<file path="src/rtl/irq_prio_pkg.sv">
package irq_prio_pkg;

    // Word addresses of the register map
    localparam int unsigned RA_STATUS  = 0;
    localparam int unsigned RA_ENABLE  = 1;
    localparam int unsigned RA_MODE    = 2;
    localparam int unsigned RA_POL     = 3;
    localparam int unsigned RA_CLASS   = 4;
    localparam int unsigned RA_VBASE   = 5;
    localparam int unsigned RA_VECTOR  = 6;
    localparam int unsigned RA_PRIO0   = 16;

    typedef enum logic {
        CELL_IDLE = 1'b0,
        CELL_PEND = 1'b1
    } cell_state_e;

endpackage

</file>
<file path="src/rtl/irq_sync2.sv">
module irq_sync2 #(
    parameter int unsigned W = 8
) (
    input  logic         clk,
    input  logic         rst_n,
    input  logic [W-1:0] async_i,
    output logic [W-1:0] sync_o
);

    logic [W-1:0] meta_q;
    logic [W-1:0] sync_q;

    always_ff @(posedge clk or negedge rst_n) begin
        if (!rst_n) begin
            meta_q <= '0;
            sync_q <= '0;
        end else begin
            meta_q <= async_i;
            sync_q <= meta_q;
        end
    end

    assign sync_o = sync_q;

endmodule

</file>
<file path="src/rtl/irq_src_cell.sv">
module irq_src_cell
    import irq_prio_pkg::*;
(
    input  logic clk,
    input  logic rst_n,
    input  logic sync_in,
    input  logic pol_lo,
    input  logic mode_edge,
    input  logic clr,
    output logic pend_o
);

    logic        cond;
    logic        prev_q;
    logic        rise;
    cell_state_e state_q;
    cell_state_e state_d;

    assign cond = sync_in ^ pol_lo;
    assign rise = cond & ~prev_q;

    // State register
    always_ff @(posedge clk or negedge rst_n) begin
        if (!rst_n) begin
            state_q <= CELL_IDLE;
            prev_q  <= 1'b0;
        end else begin
            state_q <= state_d;
            prev_q  <= cond;
        end
    end

    // Next state: arm, ack, drop, hold
    always_comb begin
        state_d = state_q;
        unique case (state_q)
            CELL_IDLE: begin
                if (mode_edge ? rise : cond) state_d = CELL_PEND;
            end
            CELL_PEND: begin
                if (mode_edge) begin
                    if (clr && !rise) state_d = CELL_IDLE;
                end else if (!cond) begin
                    state_d = CELL_IDLE;
                end
            end
        endcase
    end

    // Outputs
    always_comb begin
        pend_o = (state_q == CELL_PEND);
    end

    AST_EDGE_HOLD: assert property (@(posedge clk) disable iff (!rst_n)
        ($past(mode_edge) && $past(pend_o) && !$past(clr)) |-> pend_o);

    AST_EDGE_NEEDS_RISE: assert property (@(posedge clk) disable iff (!rst_n)
        ($rose(pend_o) && $past(mode_edge)) |-> $past(cond && !prev_q));

    AST_LEVEL_IGNORES_CLR: assert property (@(posedge clk) disable iff (!rst_n)
        (!$past(mode_edge) && $past(cond)) |-> pend_o);

endmodule

</file>
<file path="src/rtl/irq_prio_pick.sv">
module irq_prio_pick #(
    parameter int unsigned N  = 8,
    parameter int unsigned PW = 3,
    localparam int unsigned IW = (N > 1) ? $clog2(N) : 1
) (
    input  logic [N-1:0]         cand_i,
    input  logic [N-1:0][PW-1:0] prio_i,
    output logic                 valid_o,
    output logic [IW-1:0]        idx_o
);

    logic [PW-1:0] best_prio;

    always_comb begin
        valid_o   = 1'b0;
        idx_o     = '0;
        best_prio = '0;
        for (int i = 0; i < N; i++) begin
            if (cand_i[i] && (!valid_o || prio_i[i] > best_prio)) begin
                valid_o   = 1'b1;
                idx_o     = IW'(i);
                best_prio = prio_i[i];
            end
        end
    end

    always_comb begin
        if (valid_o) begin
            AST_PICK_IN_CAND: assert (cand_i[idx_o]);
            for (int j = 0; j < N; j++) begin
                if (IW'(j) < idx_o) begin
                    AST_PICK_TIE_LOW: assert (!(cand_i[j] && prio_i[j] >= prio_i[idx_o]));
                end
            end
        end else begin
            AST_PICK_NONE: assert (cand_i == '0);
        end
    end

endmodule

</file>
<file path="src/rtl/irq_prio_ctrl.sv">
module irq_prio_ctrl
    import irq_prio_pkg::*;
#(
    parameter int unsigned NUM_SRC    = 8,
    parameter int unsigned PRIO_W     = 3,
    parameter int unsigned ADDR_W     = 5,
    parameter int unsigned DATA_W     = 32,
    parameter int unsigned VEC_STRIDE = 16
) (
    input  logic               clk,
    input  logic               rst_n,
    input  logic [NUM_SRC-1:0] irq_in,
    input  logic               reg_wr,
    input  logic [ADDR_W-1:0]  reg_addr,
    input  logic [DATA_W-1:0]  reg_wdata,
    output logic [DATA_W-1:0]  reg_rdata,
    output logic               crit_irq,
    output logic               ncrit_irq
);

    localparam int unsigned IDX_W = (NUM_SRC > 1) ? $clog2(NUM_SRC) : 1;

    logic [NUM_SRC-1:0]             en_q, mode_q, pol_q, cls_q;
    logic [NUM_SRC-1:0][PRIO_W-1:0] prio_q;
    logic [DATA_W-1:0]              vbase_q;
    logic [NUM_SRC-1:0]             sync_v, pend_v, clr_v;
    logic [NUM_SRC-1:0]             crit_cand, ncrit_cand;
    logic                           win_valid;
    logic [IDX_W-1:0]               win_idx;
    logic [DATA_W-1:0]              vector;
    logic                           crit_q, ncrit_q;

    // Configuration registers
    always_ff @(posedge clk or negedge rst_n) begin
        if (!rst_n) begin
            en_q    <= '0;
            mode_q  <= '0;
            pol_q   <= '0;
            cls_q   <= '0;
            vbase_q <= '0;
            prio_q  <= '0;
        end else if (reg_wr) begin
            case (reg_addr)
                ADDR_W'(RA_ENABLE): en_q    <= reg_wdata[NUM_SRC-1:0];
                ADDR_W'(RA_MODE):   mode_q  <= reg_wdata[NUM_SRC-1:0];
                ADDR_W'(RA_POL):    pol_q   <= reg_wdata[NUM_SRC-1:0];
                ADDR_W'(RA_CLASS):  cls_q   <= reg_wdata[NUM_SRC-1:0];
                ADDR_W'(RA_VBASE):  vbase_q <= reg_wdata;
                default: ;
            endcase
            for (int i = 0; i < NUM_SRC; i++) begin
                if (reg_addr == ADDR_W'(RA_PRIO0 + i)) prio_q[i] <= reg_wdata[PRIO_W-1:0];
            end
        end
    end

    assign clr_v = (reg_wr && reg_addr == ADDR_W'(RA_STATUS)) ? reg_wdata[NUM_SRC-1:0] : '0;

    irq_sync2 #(.W(NUM_SRC)) sync_i (
        .clk     (clk),
        .rst_n   (rst_n),
        .async_i (irq_in),
        .sync_o  (sync_v)
    );

    for (genvar g = 0; g < NUM_SRC; g++) begin : g_cell
        irq_src_cell cell_i (
            .clk       (clk),
            .rst_n     (rst_n),
            .sync_in   (sync_v[g]),
            .pol_lo    (pol_q[g]),
            .mode_edge (mode_q[g]),
            .clr       (clr_v[g]),
            .pend_o    (pend_v[g])
        );
    end

    assign crit_cand  = pend_v & en_q & cls_q;
    assign ncrit_cand = pend_v & en_q & ~cls_q;

    irq_prio_pick #(.N(NUM_SRC), .PW(PRIO_W)) pick_i (
        .cand_i  (crit_cand),
        .prio_i  (prio_q),
        .valid_o (win_valid),
        .idx_o   (win_idx)
    );

    assign vector = win_valid ? (vbase_q + DATA_W'(win_idx) * DATA_W'(VEC_STRIDE)) : vbase_q;

    // Registered requests to the core
    always_ff @(posedge clk or negedge rst_n) begin
        if (!rst_n) begin
            crit_q  <= 1'b0;
            ncrit_q <= 1'b0;
        end else begin
            crit_q  <= |crit_cand;
            ncrit_q <= |ncrit_cand;
        end
    end

    assign crit_irq  = crit_q;
    assign ncrit_irq = ncrit_q;

    // Read mux
    always_comb begin
        reg_rdata = '0;
        case (reg_addr)
            ADDR_W'(RA_STATUS): reg_rdata[NUM_SRC-1:0] = pend_v;
            ADDR_W'(RA_ENABLE): reg_rdata[NUM_SRC-1:0] = en_q;
            ADDR_W'(RA_MODE):   reg_rdata[NUM_SRC-1:0] = mode_q;
            ADDR_W'(RA_POL):    reg_rdata[NUM_SRC-1:0] = pol_q;
            ADDR_W'(RA_CLASS):  reg_rdata[NUM_SRC-1:0] = cls_q;
            ADDR_W'(RA_VBASE):  reg_rdata = vbase_q;
            ADDR_W'(RA_VECTOR): reg_rdata = vector;
            default: begin
                for (int i = 0; i < NUM_SRC; i++) begin
                    if (reg_addr == ADDR_W'(RA_PRIO0 + i)) reg_rdata[PRIO_W-1:0] = prio_q[i];
                end
            end
        endcase
    end

    AST_CRIT_NEEDS_EN: assert property (@(posedge clk) disable iff (!rst_n)
        crit_irq |-> $past(|(en_q & cls_q)));

    AST_NCRIT_NEEDS_EN: assert property (@(posedge clk) disable iff (!rst_n)
        ncrit_irq |-> $past(|(en_q & ~cls_q)));

    AST_VEC_IDLE: assert property (@(posedge clk) disable iff (!rst_n)
        (crit_cand == '0) |-> (vector == vbase_q));

    AST_VEC_STRIDE: assert property (@(posedge clk) disable iff (!rst_n)
        (vector - vbase_q) % DATA_W'(VEC_STRIDE) == '0);

endmodule

</file>
<file path="config.mk">
export PLATFORM = sky130hd
export DESIGN_NAME = irq_prio_ctrl
export DESIGN_NICKNAME = d
export VERILOG_FILES = /design/src/rtl/irq_prio_pkg.sv /design/src/rtl/irq_sync2.sv /design/src/rtl/irq_src_cell.sv /design/src/rtl/irq_prio_pick.sv /design/src/rtl/irq_prio_ctrl.sv
export SDC_FILE = /design/constraint.sdc
export NUM_CORES = 1
export LEC_CHECK = 0
export BUFFER_PORTS_ARGS = -buffer_cell sky130_fd_sc_hd__buf_2
export CAP_MARGIN = 5
export CORE_UTILIZATION = 53
export DETAILED_ROUTE_END_ITERATION = 6
export PLACE_DENSITY = 0.73
export SLEW_MARGIN = 20
export SYNTH_ARGS = -nofsm -noshare
export SYNTH_HDL_FRONTEND = slang
export SYNTH_SLANG_ARGS = --single-unit
export TNS_END_PERCENT = 30
</file>
<file path="constraint.sdc">
create_clock -name clk -period 9.9 [get_ports clk]
set_clock_uncertainty 0.1 [all_clocks]
set_input_delay 0.495 -clock clk [delete_from_list [all_inputs] [get_ports clk]]
set_output_delay 0.495 -clock clk [all_outputs]
set_load 0.05 [all_outputs]
</file>
* Yosys cells after proc, flatten, opt, wreduce, memory -nomap -nowiden
Cells that the tools add are included.
Storage, ports and cells: flip-flop bits (word level) 122, latch bits 0, memory bits (writable) 0, bits in read-only memories 0, bits of input ports 48, memories 0
Cells by class: $add $sub $neg 1, multiply operators 0, div/mod/pow operators 0, magnitude comparators 7, equal/unequal tests 14, shift-type cells 0, muxes and demuxes 83, bitwise gates (word level) 36, reductions and logical operators 54
Operator list (count):
- $mux 3 | 19
- $mux 1 | 49
- $pmux 24 s2 | 1
- $eq 5x5->1 const B | 8
- $pmux 5 s7 | 1
- $add 32x7->32 | 1
- $mux 32 | 1
- $reduce_and 2->1 | 13
- $and 8x8->8 | 3
- $gt 3x3->1 | 7
- $pmux 3 s7 | 1
- $logic_and 1x1->1 | 16
- $not 1->1 | 16
- $pmux 1 s2 | 8
- $reduce_or 8->1 | 2
- $eq 5x3->1 const B | 3
- $logic_not 1->1 | 15
- $eq 5x2->1 const B | 2
- $and 1x1->1 | 8
- $mux 8 | 1
- $not 8->8 | 1
- $xor 1x1->1 | 8
- $logic_or 1x1->1 | 7
- $eq 5x1->1 const B | 1
- 2 further kinds | 3

* Longest topological paths before layout
Gate-level depths: netlist (run 1).
word-level depth 34, mapped depth 57, depth with buffers taken out 54

* Hierarchy
A second synthesis (run 1) with hierarchy kept.
Second synthesis, totals: cell total of the unflattened synthesis 668, area total of the unflattened synthesis 7134.3 um2
Modules (own cells, without submodules):
- irq_prio_ctrl | instances 1, cells each 466, area each 5086.1 um2, seq. area each 2252.2 um2
- irq_prio_pick | instances 1, cells each 138, area each 1037.2 um2, seq. area each 0.0 um2
- irq_src_cell | instances 8, cells each 6, area each 76.3 um2, seq. area each 50.0 um2
- irq_sync2 | instances 1, cells each 16, area each 400.4 um2, seq. area each 400.4 um2

* Least setup slack after synthesis (run 1)
OpenSTA, ideal clock, no wires.
kind reg-to-output, start register g_cell[0].cell_i.state_q, end output reg_rdata[11], arrival 10.677 ns, required time 9.305 ns, path slack -1.372 ns, cell stages (with the launch flop) 52, buffers on the path 2, cells stage by stage dfrtp_1 -> and3_1 -> buf_4 -> nand2_1 -> ha_1 -> and3b_1 -> o21ai_1 -> a211oi_1 -> or2_2 -> ha_1 -> nand3b_1 -> a32oi_1 -> o21a_1 -> o31ai_1 -> ha_1 -> nand3_1 -> and2_1 -> a32o_1 -> [... 16 more ...] -> and3_1 -> a211oi_1 -> a22oi_2 -> o21ai_0 -> or2_2 -> o211ai_1 -> ha_1 -> a21o_1 -> a21oi_1 -> a31oi_1 -> o21ai_0 -> o211ai_1 -> ha_1 -> a21o_1 -> a21oi_1 -> a21oi_2 -> nand2_1 -> o41ai_1
On the way: cells in the longest elaborated chain, start to end 34, elaborated cells on any way between the ends 55, classes of those cells 1 x add/sub; 7 x order compare; 24 x mux; 2 x bitwise; 21 x reduce/logical
Ends and longest elaborated chain:
- start: declaration | line irq_src_cell.sv:16 | cell_state_e state_q;
- start signal: assignment | line irq_src_cell.sv:28 | state_q <= state_d;
- $and 8x8->8 (*) (2 in a row) | line irq_prio_ctrl.sv:78 | assign crit_cand = pend_v & en_q & cls_q;
- $mux 3 / $mux 1 (equally long branches) | line irq_prio_pick.sv:19 | if (cand_i[i] && (!valid_o || prio_i[i] > best_prio)) begin
- $gt 3x3->1 / $logic_not 1->1 (equally long branches) | line irq_prio_pick.sv:19
- $logic_or 1x1->1 | line irq_prio_pick.sv:19
- $logic_and 1x1->1 | line irq_prio_pick.sv:19
- $mux 3 / $mux 1 (equally long branches) | line irq_prio_pick.sv:19
- $gt 3x3->1 / $logic_not 1->1 (equally long branches) | line irq_prio_pick.sv:19
- $logic_or 1x1->1 | line irq_prio_pick.sv:19
- [... 17 more ...]
- $mux 3 / $mux 1 (equally long branches) | line irq_prio_pick.sv:19
- $gt 3x3->1 / $logic_not 1->1 (equally long branches) | line irq_prio_pick.sv:19
- $logic_or 1x1->1 | line irq_prio_pick.sv:19
- $logic_and 1x1->1 | line irq_prio_pick.sv:19
- $mux 3 | line irq_prio_pick.sv:19
- $add 32x7->32 | line irq_prio_ctrl.sv:88 | assign vector = win_valid ? (vbase_q + DATA_W'(win_idx) * DATA_W'(VEC_STRIDE)) : vbase_q;
- $mux 32 (*) | line irq_prio_ctrl.sv:88
- $pmux 24 s2 (*) | line irq_prio_ctrl.sv:107 | case (reg_addr)
- end: declaration | line irq_prio_ctrl.sv:16 | output logic [DATA_W-1:0] reg_rdata,
Every way passes the cells marked *; elsewhere a longest branch is shown, timed or not.

* Worst setup path in the final report (run 1)
start register cls_q[0], end output reg_rdata[25]
On the way: cells in the longest elaborated chain, start to end 33, elaborated cells on any way between the ends 54, classes of those cells 1 x add/sub; 7 x order compare; 24 x mux; 1 x bitwise; 21 x reduce/logical
Ends and longest elaborated chain:
- start: declaration | line irq_prio_ctrl.sv:23 | logic [NUM_SRC-1:0] en_q, mode_q, pol_q, cls_q;
- start signal: assignment | line irq_prio_ctrl.sv:47 | ADDR_W'(RA_CLASS): cls_q <= reg_wdata[NUM_SRC-1:0];
- $and 8x8->8 (*) | line irq_prio_ctrl.sv:78
- $mux 3 / $mux 1 (equally long branches) | line irq_prio_pick.sv:19
- $gt 3x3->1 / $logic_not 1->1 (equally long branches) | line irq_prio_pick.sv:19
- $logic_or 1x1->1 | line irq_prio_pick.sv:19
- $logic_and 1x1->1 | line irq_prio_pick.sv:19
- $mux 3 / $mux 1 (equally long branches) | line irq_prio_pick.sv:19
- $gt 3x3->1 / $logic_not 1->1 (equally long branches) | line irq_prio_pick.sv:19
- $logic_or 1x1->1 | line irq_prio_pick.sv:19
- [... 17 more ...]
- $mux 3 / $mux 1 (equally long branches) | line irq_prio_pick.sv:19
- $gt 3x3->1 / $logic_not 1->1 (equally long branches) | line irq_prio_pick.sv:19
- $logic_or 1x1->1 | line irq_prio_pick.sv:19
- $logic_and 1x1->1 | line irq_prio_pick.sv:19
- $mux 3 | line irq_prio_pick.sv:19
- $add 32x7->32 | line irq_prio_ctrl.sv:88
- $mux 32 (*) | line irq_prio_ctrl.sv:88
- $pmux 24 s2 (*) | line irq_prio_ctrl.sv:107
Marked as above.

==> summary.md, run 1 <==
| Metric | Value |
|---|---|
| Status | finished with violations |
| Failing checks | setup timing |
| Final Cycle Share | 1.12 |
| Yosys Warn Count | 0 |
| Biggest area consumer among synthesized cells | dfrtp_1 |
| Tmin final | 11.05 ns |
| Ys async rst share | 1.00 |
| Initial DRC Count | a little over 500 |
| Total GRT Usage | 0.300 |
| Area of the core | 12,900 µm² |
| Io pins | 82 |
| Final hold viol count | 0 |
| Startpoint type of the worst setup path | flip-flop |
| Pwr per Cell Area | about 200 nW/µm² |
| Layout cells sized above 1 | 0.463 |
| Crit. End Element | output port |
| # fillers | 890 |
| Mapped Nets | between 700 and 800 |
| Synth area leaders | dfrtp_1, mux2_2, ha_1 |
| Setup WS pre-CTS | -1.04 ns |
| Cell count after synthesis | 680 |
| Port bufs | 81 |
| Least-Margin Pin Slew | 0.977 ns |
| Ant. Diodes | 0 |
| Initial Util | 0.552 |
| Via density | 6.24 |
| WP data required | 9.31 ns |
| Layout Nets | ~900 |
| Crit path max-delay cell type | dfrtp_1 |
| Synth unique cells | 69 |
| Worst EP arrival | 10.45 ns |
| Register area share after synthesis | 0.429 |
| Pin count of the biggest net entering global routing | 81 |
| CTS tree | yes |
| Via count | 6,250 |
| Max incr delay on CP | 0.40 ns |
| Crit-path leading delay family | compound AO/OA/AOI/OAI gates |
| RSZ-0062 raised after global routing | yes |
| CP bufs+invs | 6 |
| Avg WL per Cell | between 20 and 25 µm |
| Most frequent CP cell | ha_1 |
| Maximum vdd drop | 0.142 mV |
| Worst setup slack after layout | -1.15 ns |
| Die area | 13,900 µm² |
| Yosys reg bits | 122 |
| Fin. max-slew vios | 0 |
| Setup violations, final | 28 |
| Number of synthesized flops with an enable pin | 0 |
| Leak | between 4 and 5 nW |
| CP max FO | 8 |
| Die width | ~120 µm |
| Worst slew margin | 0.348 |
| Cell Rows | 41 |
| CP Class | reg2out |
| CTS root buffer | clkbuf_16 |
| Vias in the first global route | 6,336 |
| Synth Flop Type | dfrtp_1 |
| Detail Route Antenna Nets | 0 |
| DP HPWL | 13.8 mm |
| Post-synthesis cell area | approximately 7100 µm² |
| Max Fclk | 0.0905 GHz |
| Share of the synthesized area in the top cell type | 0.429 |
| Initial antenna violation count | 0 |
| Remaining global-route overflow | 0 |
| Area Growth Syn to Fin | 33.7% |
| Post-Route WL | 20.3 mm |
| Clock latency on the worst-skew pair | 0.42 ns |
| Syn_area_per_cell | 10.5 µm² |
| CTS sink cnt | about 120 |
| First-pass GRT wire length | ~33 mm |
| Gp weighted congestion | 0.875 |
| Clock tree buffer depth | 2 |
| Most common cell after layout, fill and taps aside | dfrtp_1 |
| Residual DRC | 0 |
| Setup TNS | -27.86 ns |
| First-pass detailed-route iteration total | 6 |
| Chip Height | 118 µm |
| Reg clk slew, reported paths | 0.06 ns |
| Most frequent cells in the layout | dfrtp_1, mux2_2, buf_4, nand2_1, buf_2 |
| TritonCTS buffer count | 17 |
| Worst hold-check path type | in2reg |
| Overall power | 0.00194 W |
| MaxCap Viol Count | 0 |
| H-tree depth | 4 |
[logic make-up after synthesis]
family,share of synthesized area
DFF,0.429
muxes,0.166
AOI/OAI and AO/OA,0.170
and+or+nand+nor,0.140
buffers and inverters,0.0375
adders and majority gates,0.0450
xor gates and xnor gates,0.0123
[flip-flops by register name, indices dropped and copies added (netlist names)]
name and cells:
pol_q 8, ncrit_irq 1, g_cell.cell_i.pend_o 8, mode_q 8, vbase_q 32, sync_i.meta_q 8
g_cell.cell_i.prev_q 8, sync_i.sync_o 8, cls_q 8, crit_irq 1, prio_q 24, en_q 8
[final cells by class]
type	instances	area, µm²	area share
Clock inverter	11	146	0.0154
Timing Repair Buffer	153	1140	0.120
Tap cell	172	215	0.0226
Clock buffer	20	447	0.0470
Inverter	16	60.1	0.00632
Multi-Input combinational cell	508	4450	0.468
Sequential cell	122	3050	0.321
[what timing repair did]
action	in CTS	in global routing
endpoints found under the hold margin	42	0
endpoints found under the setup margin	28	28
cloned	0	0
pin swaps	53	31
resized for setup	103	39
hold buffers	1	0
setup buffers	6	10
[metal layers]
layer  track usage  share of wire
met1         0.394           0.42
met2         0.490           0.50
met3        0.0610          0.060
met4         0.107          0.020
met5             0              0
[worst reg2reg max path, stage by stage, from the launching register on]
cell and delay [ns]:
dfrtp_1 0.37, and3_1 0.29, buf_4 0.19, nor4_4 0.84, nand2_1 0.39
[worst paths after layout]
kind / from / end / slack (ns) / cells after the start
max: cls_q[0] / reg_rdata[25] / -1.15 / 54
min: irq_in[1] / sync_i.meta_q[1] / 0.08 / 1
max reg2reg: g_cell[1].cell_i.pend_o / crit_irq / 7.48 / 4
min reg2reg: sync_i.meta_q[2] / sync_i.sync_o[2] / 0.25 / 0
max in group asynchronous: rst_n / crit_irq / 8.09 / 3
min in group asynchronous: rst_n / sync_i.meta_q[2] / 0.51 / 2
[per-stage QoR]
stage,std cells,instance area (µm²),utilization,hold slack [ns]
floorplan,680,7430,-,0.0994
global placement,955,8270,0.642,0.232
detailed placement,955,8270,0.642,0.235
CTS,993,9250,0.718,0.0711
global route,1002,9510,0.739,0.0658
finish,1002,9510,0.739,0.0795
[synthesized netlist by cell type (2+ instances only)]
library cell,n
xnor2_1,2
mux2i_1,13
nand2b_1,3
xor2_1,8
a21o_1,5
or2_2,3
o22ai_1,6
nand4_1,15
a221o_1,5
o21a_1,2
a32o_1,9
a211oi_2,2
a32oi_1,2
and4_1,3
nor3_1,5
o31ai_1,7
nand3_1,22
mux4_2,3
nand2_1,64
inv_1,16
a211oi_1,3
buf_2,9
and2_1,11
and3_1,15
nor2b_1,5
o41ai_1,4
o21ai_0,49
mux2_2,86
a221oi_1,5
o211ai_1,6
o21ai_1,21
a31oi_1,19
dfrtp_1,122
o21ba_2,2
buf_6,8
nor2_1,28
buf_4,2
a21oi_1,21
ha_1,24
nor4_4,2
clkbuf_1,15
[power by group]
part / total [W] / switching, W / internal (W)
clock network: 0.000626 / 0.000226 / 0.000401
logic: 0.000600 / 0.000304 / 0.000296
registers: 0.000715 / 0.000118 / 0.000597
total: 0.00194 / 0.000648 / 0.00129
Note: power is estimated with default switching activity, not from simulation.
==> run 2, diff against run 1 <==
HOLD_SLACK_MARGIN = 0.12   (was not set)
SKIP_CTS_REPAIR_TIMING = 1   (was not set)
==> run 2 against run 1 <==
Clock power barely moved. First-iteration DRC count fell by 4.2%. Worst hold slack improved by 0.13 ns. Via count rose by 0.54%. Sequential share of layout area barely moved. The run still ends with setup timing left. Critical path depth rose by 1. Power fell by 0.53%. Critical endpoint is now reg_rdata[9]. Routed wire length fell by 1.3%. Combinational power fell by 1%. Global-route usage fell by 0.84 points. Maximum frequency fell by 1.0%.
==> summary.md, run 2 (synthesis gave the netlist of run 1 again) <==
| Metric | Value |
|---|---|
| Port bufs | 81 (unchanged) |
| Clock tree buffer depth | 2 (unchanged) |
| CTS sink cnt | 122 (unchanged) |
| Biggest register | vbase_q (unchanged) |
| Crit. End Element | output port (unchanged) |
| Max Fclk | 0.0896 GHz (was 0.0905 GHz) |
| Via density | 6.26 (was 6.24) |
| Wire length on met3 | 1.17 mm (was 1.22 mm) |
| Met1 wire length | 8.65 mm (was 8.59 mm) |
| Initial antenna violation count | 0 (unchanged) |
| Initial Util | 0.552 (unchanged) |
| Fin. max-slew vios | 0 (unchanged) |
| Max reg flops | 32 (unchanged) |
| Cell Rows | 41 (unchanged) |
| R2r startpoint | g_cell[1].cell_i.pend_o (unchanged) |
| Die width | 118 µm (unchanged) |
| Pin count of the biggest net entering global routing | 81 (unchanged) |
| Max incr delay on CP | 0.37 ns (was 0.40 ns) |
| Final hold viol count | 0 (unchanged) |
| Largest regs | vbase_q (32), prio_q (24) (unchanged) |
| R2R Path End | crit_irq (unchanged) |
| Flop-to-flop setup slack | 7.42 ns (was 7.48 ns) |
| # fillers | 888 (was 890) |
| Residual DRC | 0 (unchanged) |
| Reg2Reg Depth | 4 (unchanged) |
| Ant. Diodes | 0 (unchanged) |
| First-pass detailed-route iteration total | 5 (was 6) |
| WHS Endpoint | vbase_q[26] (was sync_i.meta_q[1]) |
| CP max FO | 8 (unchanged) |
| Initial DRC Count | 496 (was 518) |
| Reg clk slew, reported paths | 0.06 ns (about the same) |
| Crit path max-delay cell type | dfrtp_1 (unchanged) |
| Setup WS pre-CTS | -1.04 ns (unchanged) |
| Tmin final | 11.16 ns (was 11.05 ns) |
| First-pass GRT wire length | 32.1 mm (was 32.9 mm) |
| Least-Margin Pin Slew | 1.03 ns (was 0.977 ns) |
| CP Class | reg2out (unchanged) |
| Worst hold-check path type | in2reg (unchanged) |
| Area Growth Syn to Fin | 33.7% (about the same) |
| Remaining global-route overflow | 0 (unchanged) |
| WHS | 0.205 ns (was 0.0795 ns) |
| Overall power | 0.00193 W (was 0.00194 W) |
| Clock latency on the worst-skew pair | 0.42 ns (about the same) |
| Multi-input gate area | 4420 µm² (was 4450 µm²) |
| Startpoint type of the worst setup path | flip-flop (unchanged) |
| Hold path cells | 2 (was 1) |
| CTS tree | yes (unchanged) |
| Placed insts | 955 (unchanged) |
| CTS root buffer | clkbuf_16 (unchanged) |
| Layout Nets | 893 (was 891) |
| Avg WL per Cell | 20.0 µm (was 20.2 µm) |
| Max layer used | met4 (unchanged) |
| Total GRT Usage | 0.291 (was 0.300) |
| Worst EP arrival | 10.57 ns (was 10.45 ns) |
| H-tree depth | 4 (unchanged) |
| Failing checks | setup timing (unchanged) |
| Vias in the first global route | 6,211 (was 6,336) |
| Via count | 6,284 (was 6,250) |
| Leak | 4.36 nW (was 4.35 nW) |
| Detail Route Antenna Nets | 0 (unchanged) |
| Met2 WL | 9.89 mm (was 10.1 mm) |
| Most frequent cells in the layout | dfrtp_1, mux2_2, buf_4, nand2_1, buf_2 (unchanged) |
| Gp weighted congestion | 0.875 (unchanged) |
| WP data required | 9.31 ns (about the same) |
| Maximum vdd drop | 0.142 mV (about the same) |
| HP Start | reg_wdata[26] (was irq_in[1]) |
| Most common cell after layout, fill and taps aside | dfrtp_1 (unchanged) |
| MaxCap Viol Count | 0 (unchanged) |
| Post-route insts no fill | 1,004 (was 1,002) |
| Final Cycle Share | 1.13 (was 1.12) |
| DP HPWL | 13.8 mm (unchanged) |
| Worst slew margin | 0.306 (was 0.348) |
| Layout cells sized above 1 | 0.454 (was 0.463) |
| Post-Route WL | 20.0 mm (was 20.3 mm) |
| Worst setup slack after layout | -1.26 ns (was -1.15 ns) |
| Status | finished with violations (unchanged) |
| Chip Height | 118 µm (unchanged) |
| RSZ-0062 raised after global routing | yes (unchanged) |
| Seq. cell area | 3050 µm² (unchanged) |
| Area of the core | 12,900 µm² (unchanged) |
| Die area | 13,900 µm² (unchanged) |
| Io pins | 82 (unchanged) |
| Most frequent CP cell | ha_1 (unchanged) |
| Setup violations, final | 28 (unchanged) |
| Pwr per Cell Area | 203 nW/µm² (was 204 nW/µm²) |
| TritonCTS buffer count | 17 (unchanged) |
[run 2: through the flow]
stage               area (µm²)  TNS [ns]   util
global placement          8270    -12.88  0.642
CTS                       8860    -37.28  0.688
global route              9510    -44.07  0.738
floorplan                 7430    -0.110      -
detailed placement        8270    -24.25  0.642
finish                    9510    -32.46  0.738
[run 2: worst max path at each step]
stage	end	depth (start not counted)	startpoint
final	reg_rdata[9]	55	cls_q[0]
after floorplan	reg_rdata[25]	51	g_cell[0].cell_i.pend_o
after global placement	reg_rdata[10]	53	cls_q[0]
after detailed placement	reg_rdata[22]	52	cls_q[0]
after global routing	reg_rdata[9]	55	cls_q[0]
after CTS	reg_rdata[22]	52	cls_q[0]
[run 2: power by group]
part / internal, W / total [W] / switching, W
Combinational: 0.000290 / 0.000591 / 0.000301
Sequential: 0.000597 / 0.000713 / 0.000116
Clock: 0.000401 / 0.000628 / 0.000227
Total: 0.00129 / 0.00193 / 0.000644
[run 2: layout make-up]
class / count / area share
tap: 172 / 0.0226
clock buffer: 20 / 0.0470
sequential: 122 / 0.321
timing repair buffer: 155 / 0.122
multi-input combinational: 508 / 0.465
inverter: 16 / 0.00632
clock inverter: 11 / 0.0154
[run 2: critical path, delay by kind of cell, from the launching register on]
family | cells | cell delay, ns
simple gates | 10 | 1.43
fa+ha+maj | 8 | 2.35
flops | 1 | 0.37
buf+inv | 6 | 0.88
mux | 1 | 0.27
compound gates | 30 | 4.81
[run 2: layer usage]
layer | up-vias | global-route usage
met1 | 3154 | 0.393
met2 | 250 | 0.469
met4 | 0 | 0.106
li1 | 2847 | -
met3 | 33 | 0.0543
met5 | - | 0
==> run 3, diff against run 2 <==
CORE_UTILIZATION = 59   (was 53)
HOLD_SLACK_MARGIN = not set   (was 0.12)
PLACE_DENSITY = 0.77   (was 0.73)
clock period = 11.6 ns   (was 9.9 ns; I/O delays follow)
==> run 3 against run 2 <==
The flow finishes with violations (DRC, setup timing). Sequential share of layout area grew 2.3 points. Sequential cell count did not move. Routed wire length increased by 0.66%. Worst hold slack worse by 0.090 ns.
==> summary.md, run 3 (synthesis gave the netlist of run 1 again) <==
| Metric | Value |
|---|---|
| Leak | 4.03 nW (was 4.36 nW) |
| Seq. cell area | 3050 µm² (unchanged) |
| RSZ-0062 raised after global routing | yes (unchanged) |
| Avg WL per Cell | 21.6 µm (was 20.0 µm) |
| Initial DRC Count | 676 (was 496) |
| Residual DRC | 1 (was 0) |
| Failing checks | DRC, setup timing (was setup timing) |
| TritonCTS buffer count | 17 (unchanged) |
| CTS tree | yes (unchanged) |
| CTS root buffer | clkbuf_16 (unchanged) |
| Tmin final | 11.79 ns |
| Total GRT Usage | 0.309 (was 0.291) |
| Port bufs | 81 (unchanged) |
| Die area | 12,500 µm² (was 13,900 µm²) |
| Ant. Diodes | 0 (unchanged) |
| First-pass GRT wire length | 30.0 mm (was 32.1 mm) |
| Final hold viol count | 0 (unchanged) |
| Reg clk slew, reported paths | 0.06 ns (about the same) |
| Area Growth Syn to Fin | 24.8% (was 33.7%) |
| Final Cycle Share | 1.02 |
| Multi-input gate area | 4210 µm² (was 4420 µm²) |
| Max reg flops | 32 (unchanged) |
| Setup violations, final | 20 (was 28) |
| Detail Route Antenna Nets | 0 (unchanged) |
| Die width | 112 µm (was 118 µm) |
| Worst EP arrival | 11.11 ns (was 10.57 ns) |
| Max incr delay on CP | 0.43 ns (was 0.37 ns) |
| Crit. End Element | output port (unchanged) |
| DP HPWL | 12.5 mm (was 13.8 mm) |
| Worst hold-check path type | in2async (was in2reg) |
| Clock latency on the worst-skew pair | 0.42 ns (about the same) |
| # fillers | 718 (was 888) |
| Cell Rows | 39 (was 41) |
| Via density | 6.68 (was 6.26) |
| Largest regs | vbase_q (32), prio_q (24) (unchanged) |
| CP max FO | 7 (was 8) |
| Worst slew margin | 0.0723 (was 0.306) |
| Overall power | 0.00161 W (was 0.00193 W) |
| WP data required | 10.92 ns (was 9.31 ns) |
| Crit path max-delay cell type | a211oi_1 (was dfrtp_1) |
| CP Class | reg2out (unchanged) |
| CTS sink cnt | 122 (unchanged) |
| MaxCap Viol Count | 0 (unchanged) |
| Most common cell after layout, fill and taps aside | dfrtp_1 (unchanged) |
| Worst setup slack after layout | -0.187 ns (was -1.26 ns) |
| Pwr per Cell Area | 181 nW/µm² (was 203 nW/µm²) |
| Gp weighted congestion | 0.953 (was 0.875) |
| Startpoint type of the worst setup path | flip-flop (unchanged) |
| Max Fclk | 0.0848 GHz |
| Pin count of the biggest net entering global routing | 65 (was 81) |
| Vias in the first global route | 6,026 (was 6,211) |
| Clock tree buffer depth | 2 (unchanged) |
| Chip Height | 112 µm (was 118 µm) |
| Initial Util | 0.615 (was 0.552) |
| Initial antenna violation count | 0 (unchanged) |
| Status | finished with violations (unchanged) |
| Most frequent cells in the layout | dfrtp_1, mux2_2, nand2_1, buf_2, buf_4 (was dfrtp_1, mux2_2, buf_4, nand2_1, buf_2) |
| Remaining global-route overflow | 0 (unchanged) |
| Area of the core | 11,600 µm² (was 12,900 µm²) |
| Least-Margin Pin Slew | 1.38 ns (was 1.03 ns) |
| First-pass detailed-route iteration total | 7 (was 5) |
| WHS | 0.115 ns (was 0.205 ns) |
| Post-Route WL | 20.2 mm (was 20.0 mm) |
| Io pins | 82 (unchanged) |
| Maximum vdd drop | 0.132 mV (was 0.142 mV) |
| H-tree depth | 4 (unchanged) |
| Layout cells sized above 1 | 0.396 (was 0.454) |
| Via count | 6,240 (was 6,284) |
| Biggest register | vbase_q (unchanged) |
| Fin. max-slew vios | 0 (unchanged) |
| Layout Nets | 851 (was 893) |
## run 3: final timing paths
| kind | startpoint | to | slack, ns | cells after the start |
|---|---|---|---|---|
| max | cls_q[0] | reg_rdata[12] | -0.19 | 54 |
| min | rst_n | sync_i.meta_q[0] | 0.12 | 1 |
| max reg2reg | g_cell[1].cell_i.pend_o | crit_irq | 8.84 | 3 |
| min reg2reg | sync_i.meta_q[1] | sync_i.sync_o[1] | 0.25 | 0 |
| max in group asynchronous | rst_n | prio_q[9] | 10.02 | 2 |
| min in group clk | irq_in[6] | sync_i.meta_q[6] | 0.16 | 1 |
## run 3: per-layer routing
metal / part of all wire / routed length (µm) / track usage
met5: 0 / 0 / 0
met4: 0.029 / 578 / 0.126
met3: 0.068 / 1380 / 0.0680
met2: 0.49 / 9910 / 0.499
met1: 0.41 / 8300 / 0.403
## run 3: worst max-delay path: cells and delay by family (launching register included)
kind | cells | cell delay, ns
AND/OR/NAND/NOR | 14 | 2.12
buffers and inverters | 5 | 0.75
flip-flops | 1 | 0.40
AO/OA/AOI/OAI | 26 | 4.94
multiplexers | 1 | 0.11
adder cells (fa/ha/maj) | 8 | 2.35
## run 3: power by group
part	switching, W	total [W]	internal, W
clock	0.000209	0.000539	0.000330
combinational	0.000248	0.000460	0.000212
sequential	0.0000990	0.000609	0.000510
total	0.000555	0.00161	0.00105
## run 3: final cells by class
| cell class | instances | area share |
|---|---|---|
| clock buffer | 20 | 0.0514 |
| clock inverter | 12 | 0.0158 |
| inverter | 16 | 0.00676 |
| multi-input combinational | 510 | 0.474 |
| sequential | 122 | 0.344 |
| tap | 143 | 0.0202 |
| timing repair buffer | 111 | 0.0875 |
## run 3: stage by stage
step | setup slack (ns) | TNS (ns) | utilization | area (µm²) | instances
final | -0.187 | -1.90 | 0.768 | 8880 | 934
after global routing | -0.630 | -13.11 | 0.768 | 8880 | 934
after CTS | -0.776 | -17.16 | 0.706 | 8160 | 911
after detailed placement | -0.239 | -3.74 | 0.654 | 7560 | 879
after global placement | 0.317 | 0 | 0.654 | 7560 | 879
after floorplan | 0.243 | 0 | - | 7110 | 680
